`src/rtl/spim_pkg.sv`:
```
package spim_pkg;
  localparam int NCS = 4;
  localparam int FIELD_W = 4;
  localparam int IDX_W = 2;
  localparam int ADDR_W = 3;
  localparam int REG_W = 16;

  localparam logic [ADDR_W-1:0] ADDR_MODE = 3'd0;
  localparam logic [ADDR_W-1:0] ADDR_DATA = 3'd1;
  localparam logic [ADDR_W-1:0] ADDR_CFG0 = 3'd4;

  localparam logic [FIELD_W-1:0] CS_IDLE = 4'hF;

  typedef enum logic [1:0] {
    ST_IDLE,
    ST_LEAD,
    ST_SHIFT,
    ST_WAIT
  } seq_state_t;
endpackage

```
`src/rtl/spim_cs_map.sv`:
```
module spim_cs_map
  import spim_pkg::*;
(
  input  logic [FIELD_W-1:0] field_i,
  input  logic               coded_i,
  output logic [FIELD_W-1:0] pat_o,
  output logic [IDX_W-1:0]   idx_o,
  output logic               ok_o
);
  logic [IDX_W-1:0] low_idx;
  logic             any_zero;

  always_comb begin
    low_idx  = '0;
    any_zero = 1'b0;
    for (int i = NCS - 1; i >= 0; i--) begin
      if (!field_i[i]) begin
        low_idx  = IDX_W'(i);
        any_zero = 1'b1;
      end
    end
  end

  always_comb begin
    if (coded_i) begin
      pat_o = field_i;
      idx_o = field_i[FIELD_W-1 -: IDX_W];
      ok_o  = (field_i != CS_IDLE);
    end else begin
      pat_o = ~(FIELD_W'(1) << low_idx);
      idx_o = low_idx;
      ok_o  = any_zero;
    end
  end

  always_comb begin
    if (!coded_i && ok_o) begin
      assert_single_line_R1: assert ($countones(~pat_o) == 1 && !field_i[idx_o]);
    end
  end
endmodule

```
`src/rtl/spim_shifter.sv`:
```
module spim_shifter #(
  parameter int W    = 8,
  parameter int HALF = 2
) (
  input  logic         clk,
  input  logic         rst_n,
  input  logic         start_i,
  input  logic [W-1:0] tx_i,
  input  logic         miso_i,
  output logic         sck_o,
  output logic         mosi_o,
  output logic         busy_o,
  output logic         done_o,
  output logic [W-1:0] rx_o
);
  localparam int PRE_W = (HALF > 1) ? $clog2(HALF) : 1;
  localparam int PH_W  = $clog2(2 * W);
  localparam logic [PRE_W-1:0] PRE_TOP = PRE_W'(HALF - 1);
  localparam logic [PH_W-1:0]  PH_TOP  = PH_W'(2 * W - 1);

  logic             act_q, act_d;
  logic             sck_q, sck_d;
  logic             done_q, done_d;
  logic [PRE_W-1:0] pre_q, pre_d;
  logic [PH_W-1:0]  ph_q, ph_d;
  logic [W-1:0]     tx_q, tx_d;
  logic [W-1:0]     rx_q, rx_d;

  always_comb begin
    act_d  = act_q;
    sck_d  = sck_q;
    done_d = 1'b0;
    pre_d  = pre_q;
    ph_d   = ph_q;
    tx_d   = tx_q;
    rx_d   = rx_q;
    if (start_i) begin
      act_d = 1'b1;
      sck_d = 1'b0;
      pre_d = '0;
      ph_d  = '0;
      tx_d  = tx_i;
    end else if (act_q) begin
      if (pre_q == PRE_TOP) begin
        pre_d = '0;
        ph_d  = ph_q + 1'b1;
        if (!ph_q[0]) begin
          sck_d = 1'b1;
          rx_d  = {rx_q[W-2:0], miso_i};
        end else begin
          sck_d = 1'b0;
          tx_d  = {tx_q[W-2:0], 1'b0};
          if (ph_q == PH_TOP) begin
            act_d  = 1'b0;
            done_d = 1'b1;
          end
        end
      end else begin
        pre_d = pre_q + 1'b1;
      end
    end
  end

  always_ff @(posedge clk or negedge rst_n) begin
    if (!rst_n) begin
      act_q  <= 1'b0;
      sck_q  <= 1'b0;
      done_q <= 1'b0;
      pre_q  <= '0;
      ph_q   <= '0;
      tx_q   <= '0;
      rx_q   <= '0;
    end else begin
      act_q  <= act_d;
      sck_q  <= sck_d;
      done_q <= done_d;
      pre_q  <= pre_d;
      ph_q   <= ph_d;
      tx_q   <= tx_d;
      rx_q   <= rx_d;
    end
  end

  assign sck_o  = sck_q;
  assign mosi_o = tx_q[W-1];
  assign busy_o = act_q;
  assign done_o = done_q;
  assign rx_o   = rx_q;

  assert_sck_idle_low_R12: assert property (@(posedge clk) disable iff (!rst_n)
    !act_q |-> !sck_q);
  assert_mosi_stable_high_R12: assert property (@(posedge clk) disable iff (!rst_n)
    (sck_q && $past(sck_q)) |-> $stable(mosi_o));
endmodule

```
`src/rtl/spim_cs_seq.sv`:
```
module spim_cs_seq
  import spim_pkg::*;
#(
  parameter int HALF   = 2,
  parameter int DLY_W  = 8,
  parameter int DATA_W = 8
) (
  input  logic               clk,
  input  logic               rst_n,
  input  logic               wr_en,
  input  logic [2:0]         wr_addr,
  input  logic [15:0]        wr_data,
  output logic               tx_empty,
  output logic               mode_fault,
  output logic [DATA_W-1:0]  rx_data,
  output logic               rx_valid,
  output logic               sck,
  output logic               mosi,
  input  logic               miso,
  output logic [3:0]         cs_n,
  input  logic               cs0_sense_n
);
  localparam int CNT_W = DLY_W + 1;
  localparam logic [CNT_W-1:0] HALF_CNT = CNT_W'(HALF);
  localparam int DLY_LSB = REG_W - DLY_W;

  // host register writes
  logic mode_we, data_we;
  logic [NCS-1:0] cfg_we;
  logic unused_wr;

  assign mode_we   = wr_en && (wr_addr == ADDR_MODE);
  assign data_we   = wr_en && (wr_addr == ADDR_DATA);
  assign unused_wr = ^wr_data;

  logic mode_coded_q, mode_last_q;

  always_ff @(posedge clk or negedge rst_n) begin
    if (!rst_n) begin
      mode_coded_q <= 1'b0;
      mode_last_q  <= 1'b0;
    end else if (mode_we) begin
      mode_coded_q <= wr_data[0];
      mode_last_q  <= wr_data[1];
    end
  end

  logic             keep_q [NCS];
  logic [DLY_W-1:0] dly_q  [NCS];

  for (genvar g = 0; g < NCS; g++) begin : g_cfg
    assign cfg_we[g] = wr_en && (wr_addr == ADDR_W'(int'(ADDR_CFG0) + g));
    always_ff @(posedge clk or negedge rst_n) begin
      if (!rst_n) begin
        keep_q[g] <= 1'b0;
        dly_q[g]  <= '0;
      end else if (cfg_we[g]) begin
        keep_q[g] <= wr_data[0];
        dly_q[g]  <= wr_data[DLY_LSB +: DLY_W];
      end
    end
  end

  // pending byte
  logic              tdr_full_q, tdr_full_d;
  logic [DATA_W-1:0] tdr_data_q;
  logic [FIELD_W-1:0] tdr_field_q;
  logic              tdr_coded_q, tdr_last_q;

  always_ff @(posedge clk or negedge rst_n) begin
    if (!rst_n) begin
      tdr_data_q  <= '0;
      tdr_field_q <= CS_IDLE;
      tdr_coded_q <= 1'b0;
      tdr_last_q  <= 1'b0;
    end else if (data_we) begin
      tdr_data_q  <= wr_data[DATA_W-1:0];
      tdr_field_q <= wr_data[DATA_W +: FIELD_W];
      tdr_coded_q <= mode_coded_q;
      tdr_last_q  <= mode_last_q;
    end
  end

  logic [FIELD_W-1:0] map_pat;
  logic [IDX_W-1:0]   map_idx;
  logic               map_ok;

  spim_cs_map u_map (
    .field_i (tdr_field_q),
    .coded_i (tdr_coded_q),
    .pat_o   (map_pat),
    .idx_o   (map_idx),
    .ok_o    (map_ok)
  );

  // shifter
  logic sh_start, sh_busy, sh_done;

  spim_shifter #(.W(DATA_W), .HALF(HALF)) u_shift (
    .clk     (clk),
    .rst_n   (rst_n),
    .start_i (sh_start),
    .tx_i    (tdr_data_q),
    .miso_i  (miso),
    .sck_o   (sck),
    .mosi_o  (mosi),
    .busy_o  (sh_busy),
    .done_o  (sh_done),
    .rx_o    (rx_data)
  );

  // sequencer
  seq_state_t         st_q, st_d;
  logic [CNT_W-1:0]   cnt_q, cnt_d;
  logic               cs_on_q, cs_on_d;
  logic [FIELD_W-1:0] cs_pat_q, cs_pat_d;
  logic [IDX_W-1:0]   cur_idx_q, cur_idx_d;
  logic               cur_last_q, cur_last_d;
  logic               same_tgt, release_now;
  logic [CNT_W-1:0]   gap_len;

  assign same_tgt    = tdr_full_q && map_ok && (map_pat == cs_pat_q);
  assign release_now = cur_last_q || (!keep_q[cur_idx_q] && !same_tgt);
  assign gap_len     = CNT_W'(dly_q[cur_idx_q]) + (release_now ? HALF_CNT : '0);

  always_comb begin
    st_d       = st_q;
    cnt_d      = cnt_q;
    cs_on_d    = cs_on_q;
    cs_pat_d   = cs_pat_q;
    cur_idx_d  = cur_idx_q;
    cur_last_d = cur_last_q;
    tdr_full_d = tdr_full_q;
    sh_start   = 1'b0;
    unique case (st_q)
      ST_IDLE: begin
        if (tdr_full_q) begin
          if (!map_ok) begin
            tdr_full_d = 1'b0;
          end else if (cs_on_q && map_pat == cs_pat_q) begin
            sh_start   = 1'b1;
            tdr_full_d = 1'b0;
            cur_last_d = tdr_last_q;
            cur_idx_d  = map_idx;
            st_d       = ST_SHIFT;
          end else if (cs_on_q) begin
            cs_on_d = 1'b0;
            cnt_d   = HALF_CNT;
            st_d    = ST_WAIT;
          end else begin
            cs_on_d   = 1'b1;
            cs_pat_d  = map_pat;
            cur_idx_d = map_idx;
            cnt_d     = HALF_CNT;
            st_d      = ST_LEAD;
          end
        end
      end
      ST_LEAD: begin
        if (cnt_q <= CNT_W'(1)) begin
          sh_start   = 1'b1;
          tdr_full_d = 1'b0;
          cur_last_d = tdr_last_q;
          st_d       = ST_SHIFT;
        end else begin
          cnt_d = cnt_q - 1'b1;
        end
      end
      ST_SHIFT: begin
        if (sh_done) begin
          if (release_now) cs_on_d = 1'b0;
          if (gap_len == '0) begin
            st_d = ST_IDLE;
          end else begin
            cnt_d = gap_len;
            st_d  = ST_WAIT;
          end
        end
      end
      ST_WAIT: begin
        if (cnt_q <= CNT_W'(1)) st_d = ST_IDLE;
        else cnt_d = cnt_q - 1'b1;
      end
      default: st_d = ST_IDLE;
    endcase
    if (data_we) tdr_full_d = 1'b1;
  end

  always_ff @(posedge clk or negedge rst_n) begin
    if (!rst_n) begin
      st_q       <= ST_IDLE;
      cnt_q      <= '0;
      cs_on_q    <= 1'b0;
      cs_pat_q   <= CS_IDLE;
      cur_idx_q  <= '0;
      cur_last_q <= 1'b0;
      tdr_full_q <= 1'b0;
    end else begin
      st_q       <= st_d;
      cnt_q      <= cnt_d;
      cs_on_q    <= cs_on_d;
      cs_pat_q   <= cs_pat_d;
      cur_idx_q  <= cur_idx_d;
      cur_last_q <= cur_last_d;
      tdr_full_q <= tdr_full_d;
    end
  end

  assign cs_n     = cs_on_q ? cs_pat_q : CS_IDLE;
  assign tx_empty = !tdr_full_q;
  assign rx_valid = sh_done;

  // line-0 contention flag
  logic mf_q, mf_set;

  assign mf_set = !mode_coded_q && cs_n[0] && !cs0_sense_n;

  always_ff @(posedge clk or negedge rst_n) begin
    if (!rst_n) mf_q <= 1'b0;
    else if (mode_we) mf_q <= 1'b0;
    else if (mf_set) mf_q <= 1'b1;
  end

  assign mode_fault = mf_q;

  assert_cs_live_in_shift_R3: assert property (@(posedge clk) disable iff (!rst_n)
    sh_busy |-> cs_n != CS_IDLE);
  assert_invalid_dropped_R4: assert property (@(posedge clk) disable iff (!rst_n)
    (st_q == ST_IDLE && tdr_full_q && !map_ok && !data_we) |=> (tx_empty && !sh_busy));
  assert_empty_on_load_R6: assert property (@(posedge clk) disable iff (!rst_n)
    (sh_start && !data_we) |=> (tx_empty && sh_busy && !sck));
  assert_hold_pending_R7: assert property (@(posedge clk) disable iff (!rst_n)
    (sh_done && same_tgt && !cur_last_q) |=> cs_n == $past(cs_n));
  assert_last_releases_R9: assert property (@(posedge clk) disable iff (!rst_n)
    (sh_done && cur_last_q) |=> cs_n == CS_IDLE);
  assert_mf_masked_R10: assert property (@(posedge clk) disable iff (!rst_n)
    (!cs_n[0] && !mode_we) |=> $stable(mode_fault));
  assert_no_direct_switch_R13: assert property (@(posedge clk) disable iff (!rst_n)
    (cs_n != CS_IDLE && $past(cs_n) != CS_IDLE) |-> cs_n == $past(cs_n));
endmodule

```
`config.mk`:
```
export PLATFORM = sky130hd
export DESIGN_NAME = spim_cs_seq
export DESIGN_NICKNAME = d
export VERILOG_FILES = /design/src/rtl/spim_pkg.sv /design/src/rtl/spim_cs_map.sv /design/src/rtl/spim_shifter.sv /design/src/rtl/spim_cs_seq.sv
export SDC_FILE = /design/constraint.sdc
export NUM_CORES = 1
export LEC_CHECK = 0
export BUFFER_PORTS_ARGS = -buffer_cell sky130_fd_sc_hd__buf_2
export CAP_MARGIN = 40
export CORE_MARGIN = 2
export CORE_UTILIZATION = 60
export CTS_CLUSTER_SIZE = 14
export DETAILED_ROUTE_END_ITERATION = 10
export MAX_ROUTING_LAYER = met4
export PLACE_DENSITY = 0.8
export SYNTH_ARGS = -nofsm -noshare
export SYNTH_HDL_FRONTEND = slang
export SYNTH_SLANG_ARGS = --single-unit
```
`constraint.sdc`:
```
create_clock -name clk -period 4.71 [get_ports clk]
set_clock_uncertainty 0.15 [all_clocks]
set_input_delay 0.942 -clock clk [delete_from_list [all_inputs] [get_ports clk]]
set_output_delay 0.942 -clock clk [all_outputs]
set_load 0.01 [all_outputs]
```
# Yosys cells after proc, flatten, opt, wreduce, memory -nomap -nowiden
# Cells that the tools add are included.
# word_totals
word_cells	190
inputBits	24
reg_bits	97
# op_classes
order_cmp	2
bitwise	6
eq_ne	23
n_addsub	4
mux	86
n_shift	1
reduce_logical	39
# op_table
operator	n
9-bit 2-to-1 mux	6
8-bit 2-to-1 mux	6
1-bit 2-to-1 mux	45
2-bit 2-to-1 mux	16
9-bit one-hot mux with 3 select lines	1
4-bit 2-to-1 mux	5
2-bit inequality test (second input constant)	9
8-bit binary-select mux with 2-bit select	1
5-bit AND reduction	3
3-bit == test (second input constant)	4
1-bit logical AND	12
6-bit AND reduction	2
2-bit nonzero test	6
8-bit by 2-bit adder with 9-bit output	1
9-bit by 1-bit <= comparator with 1-bit output (second input constant)	1
9-bit zero test	1
9-bit by 1-bit subtractor with 9-bit output (second input constant)	1
1-bit one-hot mux with 2 select lines	4
2-bit one-hot mux with 4 select lines	1
4-bit AND reduction	2
1-bit zero test	5
4-bit by 1-bit adder with 4-bit output (second input constant)	1
2-bit == test (second input constant)	2
4-bit == test	1
other kinds (20)	25

# Longest topological paths before layout
# logic_depth
ltp_word	18
mapped_depth	15

# Cells and area by module
# From an unflattened synthesis, not the netlist that was laid out.
# hier_totals
cells_unflattened	381
area_unflattened_um2	4689.5
# by_module_without_submodules
mod	cells_each	area_per_inst_um2	instances
spim_cs_seq	286	3632.2	1
spim_shifter	80	972.2	1
spim_cs_map	15	85.1	1

# Least setup slack after synthesis
# No wires, ideal clock.
# synth_path
path_kind	register -> register
start	reg tdr_field_q[0]
end	reg cnt_q[1]
setup_slack_ns	1.128
t_arrival_ns	3.304
required_time_ns	4.432
stages_incl_launch_ff	16
setup_time_ns	0.128
path_cell_list	dfstp_2 buf_2 a31oi_1 or3_1 a22oi_1 nand2_1 o21bai_1 nand2_1 ha_1 ha_1 xnor2_1 o211a_1 o2111ai_2 o21ai_2 a21oi_2 mux2_1
# synth_via
elab_chain_len	14
# synth_lines
element	line_no	text
from (decl)	spim_cs_seq.sv:67	logic [FIELD_W-1:0] tdr_field_q;
from (signal assigned)	spim_cs_seq.sv:78	tdr_field_q <= wr_data[DATA_W +: FIELD_W];
2-bit 2-to-1 mux	spim_cs_map.sv:17	if (!field_i[i]) begin
1-bit by 2-bit left shift with 4-bit output	spim_cs_map.sv:30	pat_o = ~(FIELD_W'(1) << low_idx);
4-bit inverter	spim_cs_map.sv:30	
4-bit 2-to-1 mux	spim_cs_map.sv:25	if (coded_i) begin
4-bit == test	spim_cs_seq.sv:122, spim_cs_seq.sv:140	
1-bit logical AND	spim_cs_seq.sv:122	assign same_tgt = tdr_full_q && map_ok && (map_pat == cs_pat_q);
1-bit zero test	spim_cs_seq.sv:123	assign release_now = cur_last_q || (!keep_q[cur_idx_q] && !same_tgt);
1-bit logical AND	spim_cs_seq.sv:123	
1-bit logical OR	spim_cs_seq.sv:123	
2-bit 2-to-1 mux	spim_cs_seq.sv:124	assign gap_len = CNT_W'(dly_q[cur_idx_q]) + (release_now ? HALF_CNT : '0);
8-bit by 2-bit adder with 9-bit output	spim_cs_seq.sv:124	
9-bit zero test / 9-bit 2-to-1 mux (equally long branches)	spim_cs_seq.sv:172	if (gap_len == '0) begin
2-bit inequality test (no line) / 9-bit 2-to-1 mux (equally long branches)	--	
6-bit AND reduction (no line) / 9-bit one-hot mux with 3 select lines (equally long branches)	--	
to (signal assigned)	spim_cs_seq.sv:200	cnt_q <= cnt_d;
to (decl)	spim_cs_seq.sv:114	logic [CNT_W-1:0] cnt_q, cnt_d;
# Several ways; a longest one is shown, not always the timed one. The select of a mux whose other input is x is not followed.
# A chain may end at the register's enable or synchronous reset.

# Final worst setup path
# Ends and elaborated chain as after synthesis.

==> results.cfg <==
[worst_hold_path]
hold_class = flop to flop

[route]
via_per_inst = 5.98
drt-total-wl_um = 9450
antenna_left = 0
drc = 0
drt-initial-drc-count = 167
firstDrtPassIters = 5
via_count = 3320
post_drt_wl_per_cell_um = 17.0

[synth]
synth_top_area_frac = 0.457
synth_mux_area_frac = 0.207
yosysSeqAreaShare = 0.501
synthTopCellsByArea = dfrtp_1 46%, mux2_2 14%, dfstp_2 4.4%
netlist_area_mm2 = 0.00482
synth_top_family_by_area = multiplexers
ys_ff_latch = 96
synth-compound-area-share = 0.116
synth-simple-area-share = 0.121
synth-async-reset-ratio = 1.00
syn_nets = 444
synth_edf_count = 0
yosys_warnings = 0
avgSynthCellArea_um2 = 11.6
synth_ff_type = dfrtp_1
synth_top_area_cell = dfrtp_1
synth_xor_area_frac = 0.0145
synthAdderAreaFrac = 0.0130
syn-instance-count = 415
synth_cell_type_count = 58

[power_and_ir_drop]
power_mw = 3.22
power.density_mw_per_mm2 = 608
peakVddDrop_mv = 0.312
p_leak_nw = 2.32

[timing]
worst_pin_slew_ns = 0.841
rsz0062_at_grt = false
drv_slew = 0
fin_crit_ns = 3.94
holdWs_ns = 0.348
max_freq_mhz = 254
timing.final.crit_share = 0.837
tns_ns = 0
setup_violations = 0
finalHoldViolCount = 0
maxSlewHeadroom = 0.439

[setup_path]
path_max_fanout = 12
end_kind = flop
required_ns = 4.81
ff2ff_setup_slack_ns = 0.77
crit_type = flop to flop
critPathLaunchType = flop
arrival_ns = 4.05

[cells_and_area]
seqCellArea_mm2 = 0.00241
drive_above_1_share = 0.302
syn_to_final_growth_pct = 9.89
diodes = 0
layout.cells.non_filler = 555
nFillCells = 592
final_nets = 477
multi_input_area_mm2 = 0.00227

[flow_run]
maxCapViolations = 0

[floorplanning]
num_rows = 32
start_util = 0.620
die_y_um = 93.6
ios = 41
fp.dieW_um = 93.6
die_area_mm2 = 0.00876
core_area_mm2 = 0.00777

[clocking]
cts_tree = built
postCtsSetupBuffers = 0
clkTransAtPathRegs_ns = 0.09
cts.path.max_buffers = 2
ctsHoldBuffers = 0
clkSinkCount = 96
post_cts_resized = 0
clkLatencyLatePin_ns = 0.36
cts_buffers = 9
htreeDepth = 3
root_buffer = clkbuf_8

[outcome]
status = finished clean

[place]
hpwl_um = 6660
place_inst = 539
port_buffers = 40
routabilityCongestion = 0.833

[global_route]
grt_pass1_wl_um = 16000
grt_pass1_vias = 3362
grt_max_degree = 62
grt.total_usage = 0.241
gr-total-overflow = 0
antenna_found_initial = 0
-- power by group --
part	switching, mW	total, mW	internal [mW]
Sequential	0.288	1.39	1.11
Clock	0.295	0.598	0.303
Combinational	0.613	1.23	0.616
-- critical path: stages (launching register included) --
cell	delay [ns]
dfstp_2	0.65
a31oi_1	0.12
or3_1	0.31
a22oi_1	0.30
nand2_1	0.21
o21bai_1	0.21
nand2_1	0.08
ha_1	0.23
ha_1	0.31
nor3_1	0.20
o211a_1	0.19
o2111ai_2	0.12
o21ai_2	0.34
a21oi_2	0.08
mux2_1	0.34
-- routing by layer --
layer / track usage / wire [um] / vias to the layer above
met3: 0.0379 / 302 / 18
met5: - / 0 / -
li1: - / - / 1584
met2: 0.368 / 4550 / 69
met1: 0.338 / 4410 / 1649
met4: 0.0737 / 188 / 0
-- metrics by stage --
stage | cell area, um2 | utilization | worst slack, ns
floorplan | 4820 | - | 1.13
global placement | 5070 | 0.653 | 0.996
detailed placement | 5070 | 0.653 | 0.814
CTS | 5300 | 0.682 | 0.784
global route | 5300 | 0.682 | 0.488
finish | 5300 | 0.682 | 0.766
-- kinds of logic after synthesis --
group	Yosys count
AOI/OAI and AO/OA	80
and+or+nand+nor	115
xor gates and xnor gates	8
buffers and inverters	33
DFF	96
adders and majority gates	5
muxes	78
-- placed cells by master, fill, tap and decap left out, drive strengths merged, types with 9 or more instances in the layout --
| master | netlist | routed |
|---|---|---|
| a21oi | 14 | 14 |
| inv | 13 | 14 |
| dfrtp | 88 | 88 |
| buf | 6 | 42 |
| mux2 | 61 | 61 |
| nor2 | 27 | 27 |
| o21ai | 27 | 27 |
| nor3 | 9 | 9 |
| mux4 | 9 | 9 |
| clkbuf | 14 | 10 |
| nand3 | 15 | 15 |
| nand2 | 36 | 36 |
-- state kept, by name, indices dropped and copies added, names as in the netlist, 2 cells and up --
| signal | count |
|---|---|
| cnt_q | 9 |
| cs_pat_q | 4 |
| cur_idx_q | 2 |
| dly_q | 32 |
| keep_q | 4 |
| st_q | 2 |
| tdr_data_q | 8 |
| tdr_field_q | 4 |
| u_shift.ph_q | 4 |
| u_shift.rx_o | 8 |
| u_shift.tx_q | 8 |
-- layout make-up --
cell class | count | share of cell area
clock buffer | 10 | 0.0241
clock inverter | 6 | 0.0175
inverter | 13 | 0.00922
multi-input combinational | 286 | 0.428
sequential | 96 | 0.456
tap | 102 | 0.0241
timing repair buffer | 42 | 0.0411
-- synthesized netlist by cell type (2+ instances only) --
| cell | count |
|---|---|
| o32ai_1 | 2 |
| nor2b_1 | 3 |
| a221o_1 | 3 |
| or3_1 | 5 |
| a22oi_1 | 2 |
| clkbuf_1 | 14 |
| xor2_1 | 3 |
| inv_1 | 13 |
| dfrtp_1 | 88 |
| a21oi_1 | 13 |
| o21a_1 | 3 |
| o21bai_1 | 2 |
| a21o_1 | 5 |
| nand3_1 | 15 |
| mux4_2 | 3 |
| a211oi_1 | 2 |
| mux4_1 | 6 |
| and3b_1 | 2 |
| buf_2 | 5 |
| nand4b_1 | 3 |
| o2bb2ai_1 | 2 |
| nor3b_1 | 2 |
| nor2_1 | 27 |
| xnor2_1 | 5 |
| nand2_1 | 36 |
| nor3_1 | 7 |
| mux2i_1 | 8 |
| a31oi_1 | 5 |
| dfstp_2 | 8 |
| ha_1 | 5 |
| nor4b_1 | 2 |
| nand2b_1 | 4 |
| o21ai_0 | 26 |
| a22o_1 | 3 |
| mux2_2 | 59 |
| nand4_1 | 2 |
-- worst paths after layout --
kind                                            start                          end  cells after the start
max                        tdr_field_q[0]$_DFFE_PN1P_         cnt_q[1]$_DFFE_PN0P_                     14
min                         tdr_data_q[2]$_DFFE_PN0P_  u_shift.tx_q[2]$_DFFE_PN0P_                      2
max reg2reg                tdr_field_q[0]$_DFFE_PN1P_         cnt_q[1]$_DFFE_PN0P_                     14
min reg2reg                 tdr_data_q[2]$_DFFE_PN0P_  u_shift.tx_q[2]$_DFFE_PN0P_                      2
max in group asynchronous                       rst_n   tdr_field_q[3]$_DFFE_PN1P_                      2
min in group asynchronous                       rst_n  u_shift.ph_q[1]$_DFFE_PN0P_                      1
(Power assumes the default switching activity.)
